**src/rtl/mbr_pkg.sv**
```systemverilog
package mbr_pkg;

   typedef enum logic [5:0] {
      OP_SUM  = 6'b101101,
      OP_OR   = 6'b101110,
      OP_AND  = 6'b101111,
      OP_XOR  = 6'b111110,
      OP_ZPOS = 6'b111111
   } mbr_op_e;

   function automatic logic op_is_legal(input logic [5:0] code);
      case (code)
         OP_SUM, OP_OR, OP_AND, OP_XOR, OP_ZPOS: op_is_legal = 1'b1;
         default:                                op_is_legal = 1'b0;
      endcase
   endfunction

endpackage

```
**src/rtl/mbr_mask_sel.sv**
```systemverilog
module mbr_mask_sel #(
   parameter int NUM_BYTES = 8
) (
   input  logic [NUM_BYTES-1:0] reg_mask_i,
   input  logic [NUM_BYTES-1:0] imm_mask_i,
   input  logic                 imm_sel_i,
   input  logic                 zmap_mode_i,
   output logic [NUM_BYTES-1:0] mask_o
);
   // the immediate replaces the register mask only in zero-map mode
   always_comb begin
      if (zmap_mode_i && imm_sel_i) mask_o = imm_mask_i;
      else                          mask_o = reg_mask_i;
   end
endmodule

```
**src/rtl/mbr_lane.sv**
```systemverilog
module mbr_lane #(
   parameter int BYTE_W = 8
) (
   input  logic [BYTE_W-1:0] byte_i,
   input  logic              en_i,
   output logic [BYTE_W-1:0] zero_fill_o,
   output logic [BYTE_W-1:0] ones_fill_o,
   output logic              zero_hit_o
);
   always_comb begin
      zero_fill_o = en_i ? byte_i : '0;
      ones_fill_o = en_i ? byte_i : '1;
      zero_hit_o  = en_i && (byte_i == '0);
   end
endmodule

```
**src/rtl/mbr_reduce.sv**
```systemverilog
module mbr_reduce #(
   parameter int NUM_BYTES = 8,
   parameter int BYTE_W    = 8,
   parameter int SUM_W     = 11
) (
   input  logic [NUM_BYTES*BYTE_W-1:0] zero_fill_i,
   input  logic [NUM_BYTES*BYTE_W-1:0] ones_fill_i,
   output logic [SUM_W-1:0]            sum_o,
   output logic [BYTE_W-1:0]           or_o,
   output logic [BYTE_W-1:0]           and_o,
   output logic [BYTE_W-1:0]           xor_o
);
   always_comb begin
      sum_o = '0;
      or_o  = '0;
      and_o = '1;
      xor_o = '0;
      for (int b = 0; b < NUM_BYTES; b++) begin
         sum_o = sum_o + SUM_W'(zero_fill_i[b*BYTE_W +: BYTE_W]);
         or_o  = or_o  | zero_fill_i[b*BYTE_W +: BYTE_W];
         xor_o = xor_o ^ zero_fill_i[b*BYTE_W +: BYTE_W];
         and_o = and_o & ones_fill_i[b*BYTE_W +: BYTE_W];
      end
   end
endmodule

```
**src/rtl/mbr_unit.sv**
```systemverilog
module mbr_unit #(
   parameter int NUM_BYTES = 8,
   parameter int BYTE_W    = 8,
   parameter int RES_W     = 32,
   parameter bit REG_OUT   = 1'b1
) (
   input  logic                        clk_i,
   input  logic                        rst_ni,
   input  logic [NUM_BYTES*BYTE_W-1:0] opnd_i,
   input  logic [RES_W-1:0]            src2_i,
   input  logic                        imm_sel_i,
   input  logic [NUM_BYTES-1:0]        imm_byte_i,
   input  logic [5:0]                  op3_i,
   output logic [RES_W-1:0]            result_o,
   output logic                        illegal_o
);
   import mbr_pkg::*;

   localparam int OPND_W = NUM_BYTES * BYTE_W;
   localparam int SUM_W  = BYTE_W + $clog2(NUM_BYTES);
   localparam int SUM_MAX = NUM_BYTES * ((1 << BYTE_W) - 1);

   // elaboration-time parameter checks
   if (RES_W < SUM_W) begin : g_bad_sum_w
      $error("mbr_unit: RES_W too small for the sum");
   end
   if (RES_W < NUM_BYTES || RES_W < BYTE_W) begin : g_bad_res_w
      $error("mbr_unit: RES_W too small for the zero map");
   end
   if (NUM_BYTES < 2) begin : g_bad_bytes
      $error("mbr_unit: NUM_BYTES must be at least 2");
   end

   // only the low byte-mask bits of src2 are decoded
   logic unused_src2_hi;
   assign unused_src2_hi = ^src2_i[RES_W-1:NUM_BYTES];

   logic [NUM_BYTES-1:0] mask;
   logic                 zmap_mode;
   assign zmap_mode = (op3_i == OP_ZPOS);

   mbr_mask_sel #(.NUM_BYTES(NUM_BYTES)) mask_sel_i (
      .reg_mask_i  (src2_i[NUM_BYTES-1:0]),
      .imm_mask_i  (imm_byte_i),
      .imm_sel_i   (imm_sel_i),
      .zmap_mode_i (zmap_mode),
      .mask_o      (mask)
   );

   logic [OPND_W-1:0]    zero_fill;
   logic [OPND_W-1:0]    ones_fill;
   logic [NUM_BYTES-1:0] zmap;

   for (genvar g = 0; g < NUM_BYTES; g++) begin : g_lane
      mbr_lane #(.BYTE_W(BYTE_W)) lane_i (
         .byte_i      (opnd_i[g*BYTE_W +: BYTE_W]),
         .en_i        (mask[g]),
         .zero_fill_o (zero_fill[g*BYTE_W +: BYTE_W]),
         .ones_fill_o (ones_fill[g*BYTE_W +: BYTE_W]),
         .zero_hit_o  (zmap[g])
      );
   end

   logic [SUM_W-1:0]  red_sum;
   logic [BYTE_W-1:0] red_or, red_and, red_xor;

   mbr_reduce #(.NUM_BYTES(NUM_BYTES), .BYTE_W(BYTE_W), .SUM_W(SUM_W)) reduce_i (
      .zero_fill_i (zero_fill),
      .ones_fill_i (ones_fill),
      .sum_o       (red_sum),
      .or_o        (red_or),
      .and_o       (red_and),
      .xor_o       (red_xor)
   );

   logic [RES_W-1:0] res_d;
   logic             ill_d;

   always_comb begin
      ill_d = !op_is_legal(op3_i);
      case (op3_i)
         OP_SUM:  res_d = RES_W'(red_sum);
         OP_OR:   res_d = RES_W'(red_or);
         OP_AND:  res_d = RES_W'(red_and);
         OP_XOR:  res_d = RES_W'(red_xor);
         OP_ZPOS: res_d = RES_W'(zmap);
         default: res_d = '0;
      endcase
   end

   if (REG_OUT) begin : g_reg
      logic [RES_W-1:0] res_q;
      logic             ill_q;
      logic             past_vld_q;

      always_ff @(posedge clk_i or negedge rst_ni) begin
         if (!rst_ni) begin
            res_q      <= '0;
            ill_q      <= 1'b0;
            past_vld_q <= 1'b0;
         end else begin
            res_q      <= res_d;
            ill_q      <= ill_d;
            past_vld_q <= 1'b1;
         end
      end
      assign result_o  = res_q;
      assign illegal_o = ill_q;

      a_r1_reset_clear: assert property (@(posedge clk_i)
         !rst_ni |=> (result_o == '0 && !illegal_o));

      a_r8_illegal_zero: assert property (@(posedge clk_i) disable iff (!rst_ni)
         illegal_o |-> (result_o == '0));

      a_r8_legal_clear: assert property (@(posedge clk_i) disable iff (!rst_ni)
         (past_vld_q && op_is_legal($past(op3_i))) |-> !illegal_o);

      a_r2_sum_bound: assert property (@(posedge clk_i) disable iff (!rst_ni)
         (past_vld_q && $past(op3_i) == OP_SUM) |-> (result_o <= RES_W'(SUM_MAX)));

      a_r4_and_empty: assert property (@(posedge clk_i) disable iff (!rst_ni)
         (past_vld_q && $past(op3_i) == OP_AND && $past(src2_i[NUM_BYTES-1:0]) == '0)
         |-> (result_o == RES_W'({BYTE_W{1'b1}})));

      a_r6_zmap_upper: assert property (@(posedge clk_i) disable iff (!rst_ni)
         (past_vld_q && $past(op3_i) == OP_ZPOS) |-> (result_o[RES_W-1:NUM_BYTES] == '0));

      a_r6_zmap_subset: assert property (@(posedge clk_i) disable iff (!rst_ni)
         (past_vld_q && $past(op3_i) == OP_ZPOS && !$past(imm_sel_i))
         |-> ((result_o[NUM_BYTES-1:0] & ~$past(src2_i[NUM_BYTES-1:0])) == '0));
   end else begin : g_comb
      assign result_o  = res_d;
      assign illegal_o = ill_d;

      a_r8_illegal_zero: assert property (@(posedge clk_i) disable iff (!rst_ni)
         illegal_o |-> (result_o == '0));
   end

endmodule

```
**config.mk**
```make
export PLATFORM = sky130hd
export DESIGN_NAME = mbr_unit
export DESIGN_NICKNAME = d
export VERILOG_FILES = /design/src/rtl/mbr_pkg.sv /design/src/rtl/mbr_mask_sel.sv /design/src/rtl/mbr_lane.sv /design/src/rtl/mbr_reduce.sv /design/src/rtl/mbr_unit.sv
export SDC_FILE = /design/constraint.sdc
export NUM_CORES = 1
export LEC_CHECK = 0
export BUFFER_PORTS_ARGS = -buffer_cell sky130_fd_sc_hd__buf_2
export CAP_MARGIN = 25
export CORE_MARGIN = 4
export CORE_UTILIZATION = 40
export CTS_BUF_LIST = sky130_fd_sc_hd__clkbuf_16
export DETAILED_ROUTE_END_ITERATION = 12
export SLEW_MARGIN = 20
export SYNTH_ARGS = -nofsm -noshare
export SYNTH_HDL_FRONTEND = slang
export SYNTH_SLANG_ARGS = --single-unit
```
**constraint.sdc**
```tcl
create_clock -name clk_i -period 0.8 [get_ports clk_i]
set_input_delay 0.08 -clock clk_i [delete_from_list [all_inputs] [get_ports clk_i]]
set_output_delay 0.08 -clock clk_i [all_outputs]
set_load 0.01 [all_outputs]
```
Word-level counts from Yosys, hierarchy flattened
Index checks and enable logic that the tools add are counted.
{"block": "totals", "regBits": 33, "in_bits": 113, "output_inout_bits": 33}
{"block": "op_classes", "n_addsub": 7, "n_eq_ne": 5, "n_mux": 19, "n_bitwise": 21, "reduce_logical": 19}
{"cell": "8-bit 2-to-1 mux", "count": 17}
{"cell": "11-bit by 8-bit adder with 11-bit output", "count": 6}
{"cell": "8-bit zero test", "count": 8}
{"cell": "8-bit AND", "count": 7}
{"cell": "8-bit OR", "count": 7}
{"cell": "8-bit bitwise XOR", "count": 7}
{"cell": "11-bit case mux with 5 select lines", "count": 1}
{"cell": "6-bit == test (second input constant)", "count": 5}
{"cell": "8-bit by 8-bit adder with 9-bit output", "count": 1}
{"cell": "1-bit logical AND", "count": 9}
{"cell": "5-bit OR reduction", "count": 1}
{"cell": "1-bit zero test", "count": 1}
{"cell": "1-bit 2-to-1 mux", "count": 1}

Longest topological paths before layout
{"block": "depth", "word_depth": 12, "mapped_depth": 30}

By module
Synthesis repeated with hierarchy kept, for this count alone.
{"block": "hier_totals", "cells_unflattened": 529, "hier_area_um2": 4394.2}
{"mod": "mbr_reduce", "n_inst": 1, "cells_each": 269, "area_each_um2": 2298.5}
{"mod": "mbr_lane", "n_inst": 8, "cells_each": 20, "area_each_um2": 135.1}
{"mod": "mbr_unit", "n_inst": 1, "cells_each": 91, "area_each_um2": 918.4}
{"mod": "mbr_mask_sel", "n_inst": 1, "cells_each": 9, "area_each_um2": 96.3}

Worst setup path before layout
No wires, ideal clock.
{"block": "synth_path", "kind": "input port to flip-flop", "startpoint": "input op3_i[3]", "endpoint": "register g_reg.res_q[9] (netlist: result_o[9])", "setup_time_ns": 0.124, "arrival_time_ns": 5.444, "t_required_ns": 0.676, "setup_slack_ns": -4.768, "cell_stages": 30, "n_path_buf": 2, "path_cell_list": "nand4_2 > nor2_4 > buf_6 > buf_2 > a21o_1 > nand2_1 > inv_1 > ha_1 > inv_1 > fa_1 > nor2b_1 > o21ai_0 > a21boi_0 > o21ai_0 > nand2b_1 > xor2_1 > fa_1 > inv_1 > fa_1 > inv_1 > fa_1 > inv_1 > fa_1 > inv_1 > ha_1 > a21o_1 > a31oi_1 > o21ai_0 > xnor2_1 > nor2_1"}
{"block": "synth_between", "elab_chain_cells": 12, "elab_cells_between_ends": 23, "classes_between": "add/sub: 7; eq/ne: 5; mux: 10; reduce/logical: 1"}
{"item": "from (decl)", "line": "mbr_unit.sv:13", "rtl": "input logic [5:0] op3_i,"}
{"item": "6-bit == test", "line": "mbr_unit.sv:40, mbr_unit.sv:81"}
{"item": "1-bit logical AND", "line": "mbr_mask_sel.sv:12", "rtl": "if (zmap_mode_i && imm_sel_i) mask_o = imm_mask_i;"}
{"item": "8-bit 2-to-1 mux", "line": "mbr_mask_sel.sv:12"}
{"item": "8-bit 2-to-1 mux", "line": "mbr_lane.sv:11", "rtl": "zero_fill_o = en_i ? byte_i : '0;"}
{"item": "8-bit by 8-bit adder with 9-bit output", "line": "mbr_reduce.sv:19", "rtl": "sum_o = sum_o + SUM_W'(zero_fill_i[b*BYTE_W +: BYTE_W]);"}
{"item": "11-bit by 8-bit adder with 11-bit output (6 in series)", "line": "mbr_reduce.sv:19"}
{"item": "11-bit case mux with 5 select lines (*)", "line": "mbr_unit.sv:81", "rtl": "case (op3_i)"}
{"item": "named net res_d[9]", "line": "mbr_unit.sv:76", "rtl": "logic [RES_W-1:0] res_d;"}
{"item": "to (signal assigned)", "line": "mbr_unit.sv:102", "rtl": "res_q <= res_d;"}
{"item": "to (decl)", "line": "mbr_unit.sv:92", "rtl": "logic [RES_W-1:0] res_q;"}
The timed path passes the listed nets; every way through them passes the cells marked *.

Worst setup path after layout
{"block": "layout_path", "startpoint": "input op3_i[4]", "endpoint": "register g_reg.res_q[8] (netlist: result_o[8])"}
The elaborated chain is that of the path after synthesis.

==> results.toml <==
[cells_and_area]
finish.net_count = 1149
layout-drive-gt1-share = 0.4010
post-route-util = 0.6398
n_antenna_cell = 0
area_growth_syn_to_layout_pct = 53.79
layout_common_cells = "buf_4, inv_1, nand2_1"
final_common_cell = "buf_4"

[job]
cap_viol_max_count = 0

[routing]
routed_wl_mm = 25.94
vias_per_cell = 5.726
first_pass_iters = 5
drt_iter0_markers = 714
drc = 0
num_vias = 6344
ant_nets = 0
wl_per_cell_um = 23.41

[worst_setup_path]
crit_required_ns = 0.98
cp-start-kind = "input port"
critPathMaxFanout = 5
arrival_ns = 5.30
worstSetupPathType = "input port to flop"
critPathCaptureType = "flop"

[logic_synthesis]
syn_area_mm2 = 0.004852
yosysWarnings = 0
syn_avg_cell_area_um2 = 7.188
syn_inst = 675
ys_async_sr_fraction = 1.000
synth_ff_type = "dfrtp_1"
synth-edff-count = 0
synth_cell_types = 56
ys_seq_elements = 12
synth_seq_area_share = 0.06189

[timing]
finalHoldViolCount = 0
maxSlewHeadroom = 0.5797
whs_ns = 0.2174
worstMarginPinSlew_ns = 0.6146
min_period_ns = 5.126
setup_slack_ns = -4.326
setup_violations = 23
timing.final.crit_share = 6.408
fmax_mhz = 195.1
slew_viol_final = 0
rsz0062_at_grt = "true"
fin_tns_setup_ns = -43.06

[place]
pre_cts_ws_ns = -4.685
place.gp.congestion = 1.101
port_buffers = 100
place_hpwl_mm = 21.96

[die]
die_y_um = 118.1
die_area_mm2 = 0.01396
dieWidth_um = 118.1
io_pins = 146
coreArea_mm2 = 0.01166
start_util = 0.4160
num_rows = 39

[pwr]
peakVddDrop_mv = 1.953
clock_power_share = 0.079
switchingPower_mw = 6.618
swShare = 0.4922
power.internal_mw = 6.828
leakage_nw = 3.901
p_total_mw = 13.45
power_per_cell_area_mw_per_mm2 = 1802
p_seq_frac = 0.048
pwr-share-comb = 0.873

[min_path]
min_path_type = "input port to flop"

[cts]
cts_made_buffers = 3
cts_tree = "built"
clock_sinks = 12
h-tree-depth = 1
cts_root_buf = "clkbuf_16"
cts_buffer_depth = 2
clk_pin_slew_worst_paths_ns = 0.06

[run_status]
violations = "setup timing"
status = "finished with violations"

[grt]
grt_max_degree = 15
grt_pass1_vias = 6730
antenna_found_initial = 0
grt_overflow_total = 0
grtUsageTotal = 0.3613
grt_first_pass_wirelength_mm = 38.16
-- cell type report --
type | instances | area (µm²)
Sequential cell | 12 | 300.3
Multi-Input combinational cell | 526 | 4290
Tap cell | 143 | 178.9
Timing Repair Buffer | 306 | 2172
Fill cell | 1062 | 4200
Clock inverter | 1 | 3.754
Inverter | 117 | 441.7
Clock buffer | 3 | 75.07
-- metal layers --
metal | wire length, µm | vias to the layer above | part of all wire | global-route usage
met5 | 0 | - | 0 | 0
met1 | 10220 | 2974 | 0.39 | 0.4540
li1 | - | 2805 | - | -
met2 | 11360 | 441 | 0.44 | 0.5798
met3 | 2503 | 124 | 0.096 | 0.06543
met4 | 1858 | 0 | 0.072 | 0.2132
-- registers in the layout, summed over array words and instances, names as in the netlist --
register,cells
result_o,11
illegal_o,1
-- stage by stage --
stage	instances	cell area, µm²
detailed placement	1095	6994
floorplan	695	5096
global placement	1095	6994
CTS	1103	7298
global route	1108	7462
finish	1108	7462
-- critical path: stages --
cell and delay (ns):
buf_4 0.11, buf_6 0.09, nand3_4 0.08, nor2_4 0.21, a21o_4 0.20, nand2_4 0.07, inv_4 0.06, ha_4 0.12
inv_2 0.03, fa_2 0.36, buf_6 0.14, xnor2_4 0.13, fa_1 0.49, inv_2 0.04, fa_1 0.47, inv_1 0.05
fa_1 0.49, inv_2 0.04, fa_1 0.52, inv_1 0.06, ha_1 0.27, a21o_1 0.22, a21oi_4 0.09, o21ai_4 0.20
a211oi_4 0.10, or3_4 0.40, a21oi_2 0.17
-- path summary, 6_finish.rpt --
check | from | end | slack, ns | cells past startpoint
setup / recovery | op3_i[4] | result_o[8]$_DFF_PN0_ | -4.33 | 27
hold / removal | op3_i[1] | illegal_o$_DFF_PN0_ | 0.22 | 4
max in group asynchronous | rst_ni | result_o[7]$_DFF_PN0_ | 0.24 | 2
min in group asynchronous | rst_ni | illegal_o$_DFF_PN0_ | 0.27 | 2
-- kinds of logic (layout without fill, tap and decap cells) --
logic type | after synthesis | in the layout | synth area share
muxes | 4 | 4 | 0.008252
DFF | 12 | 12 | 0.06189
adders and majority gates | 70 | 70 | 0.2408
buffers and inverters | 157 | 427 | 0.1480
other | 1 | 21 | 0.0007729
AOI/OAI and AO/OA | 148 | 148 | 0.2053
and+or+nand+nor | 218 | 218 | 0.2133
xor gates and xnor gates | 65 | 65 | 0.1217
-- what timing repair did --
| item | 4_1_cts | 5_1_grt |
|---|---|---|
| resized for setup | 44 | 29 |
| setup endpoints to repair | 23 | 23 |
| pin swaps | 12 | 11 |
| hold buffers | 1 | 0 |
| endpoints found under the hold margin | 12 | 0 |
| setup buffers | 3 | 6 |
-- synthesized netlist by cell type, types with 11 or more instances --
| master | n | area share |
|---|---|---|
| a21oi_1 | 24 | 0.025 |
| buf_4 | 23 | 0.036 |
| dfrtp_1 | 12 | 0.062 |
| fa_1 | 39 | 0.16 |
| ha_1 | 31 | 0.080 |
| inv_1 | 117 | 0.091 |
| nand2_1 | 104 | 0.080 |
| nand3_1 | 12 | 0.012 |
| nand4_1 | 13 | 0.017 |
| nor2_1 | 26 | 0.020 |
| nor2b_1 | 11 | 0.014 |
| nor3_1 | 11 | 0.011 |
| nor4_1 | 12 | 0.015 |
| o21ai_0 | 28 | 0.029 |
| o22ai_1 | 28 | 0.036 |
| xnor2_1 | 41 | 0.074 |
| xor2_1 | 22 | 0.040 |
-- power by group through the flow --
stage	combinational, mW	clock, mW	sequential [mW]
2_1_floorplan	6.09	0	0.670
3_3_place_gp	9.37	0	0.654
3_5_place_dp	9.82	0	0.653
4_1_cts	10.8	1.05	0.646
5_1_grt	12.6	1.07	0.650
6_report	11.7	1.06	0.647
Note: power is estimated with default switching activity, not from simulation.
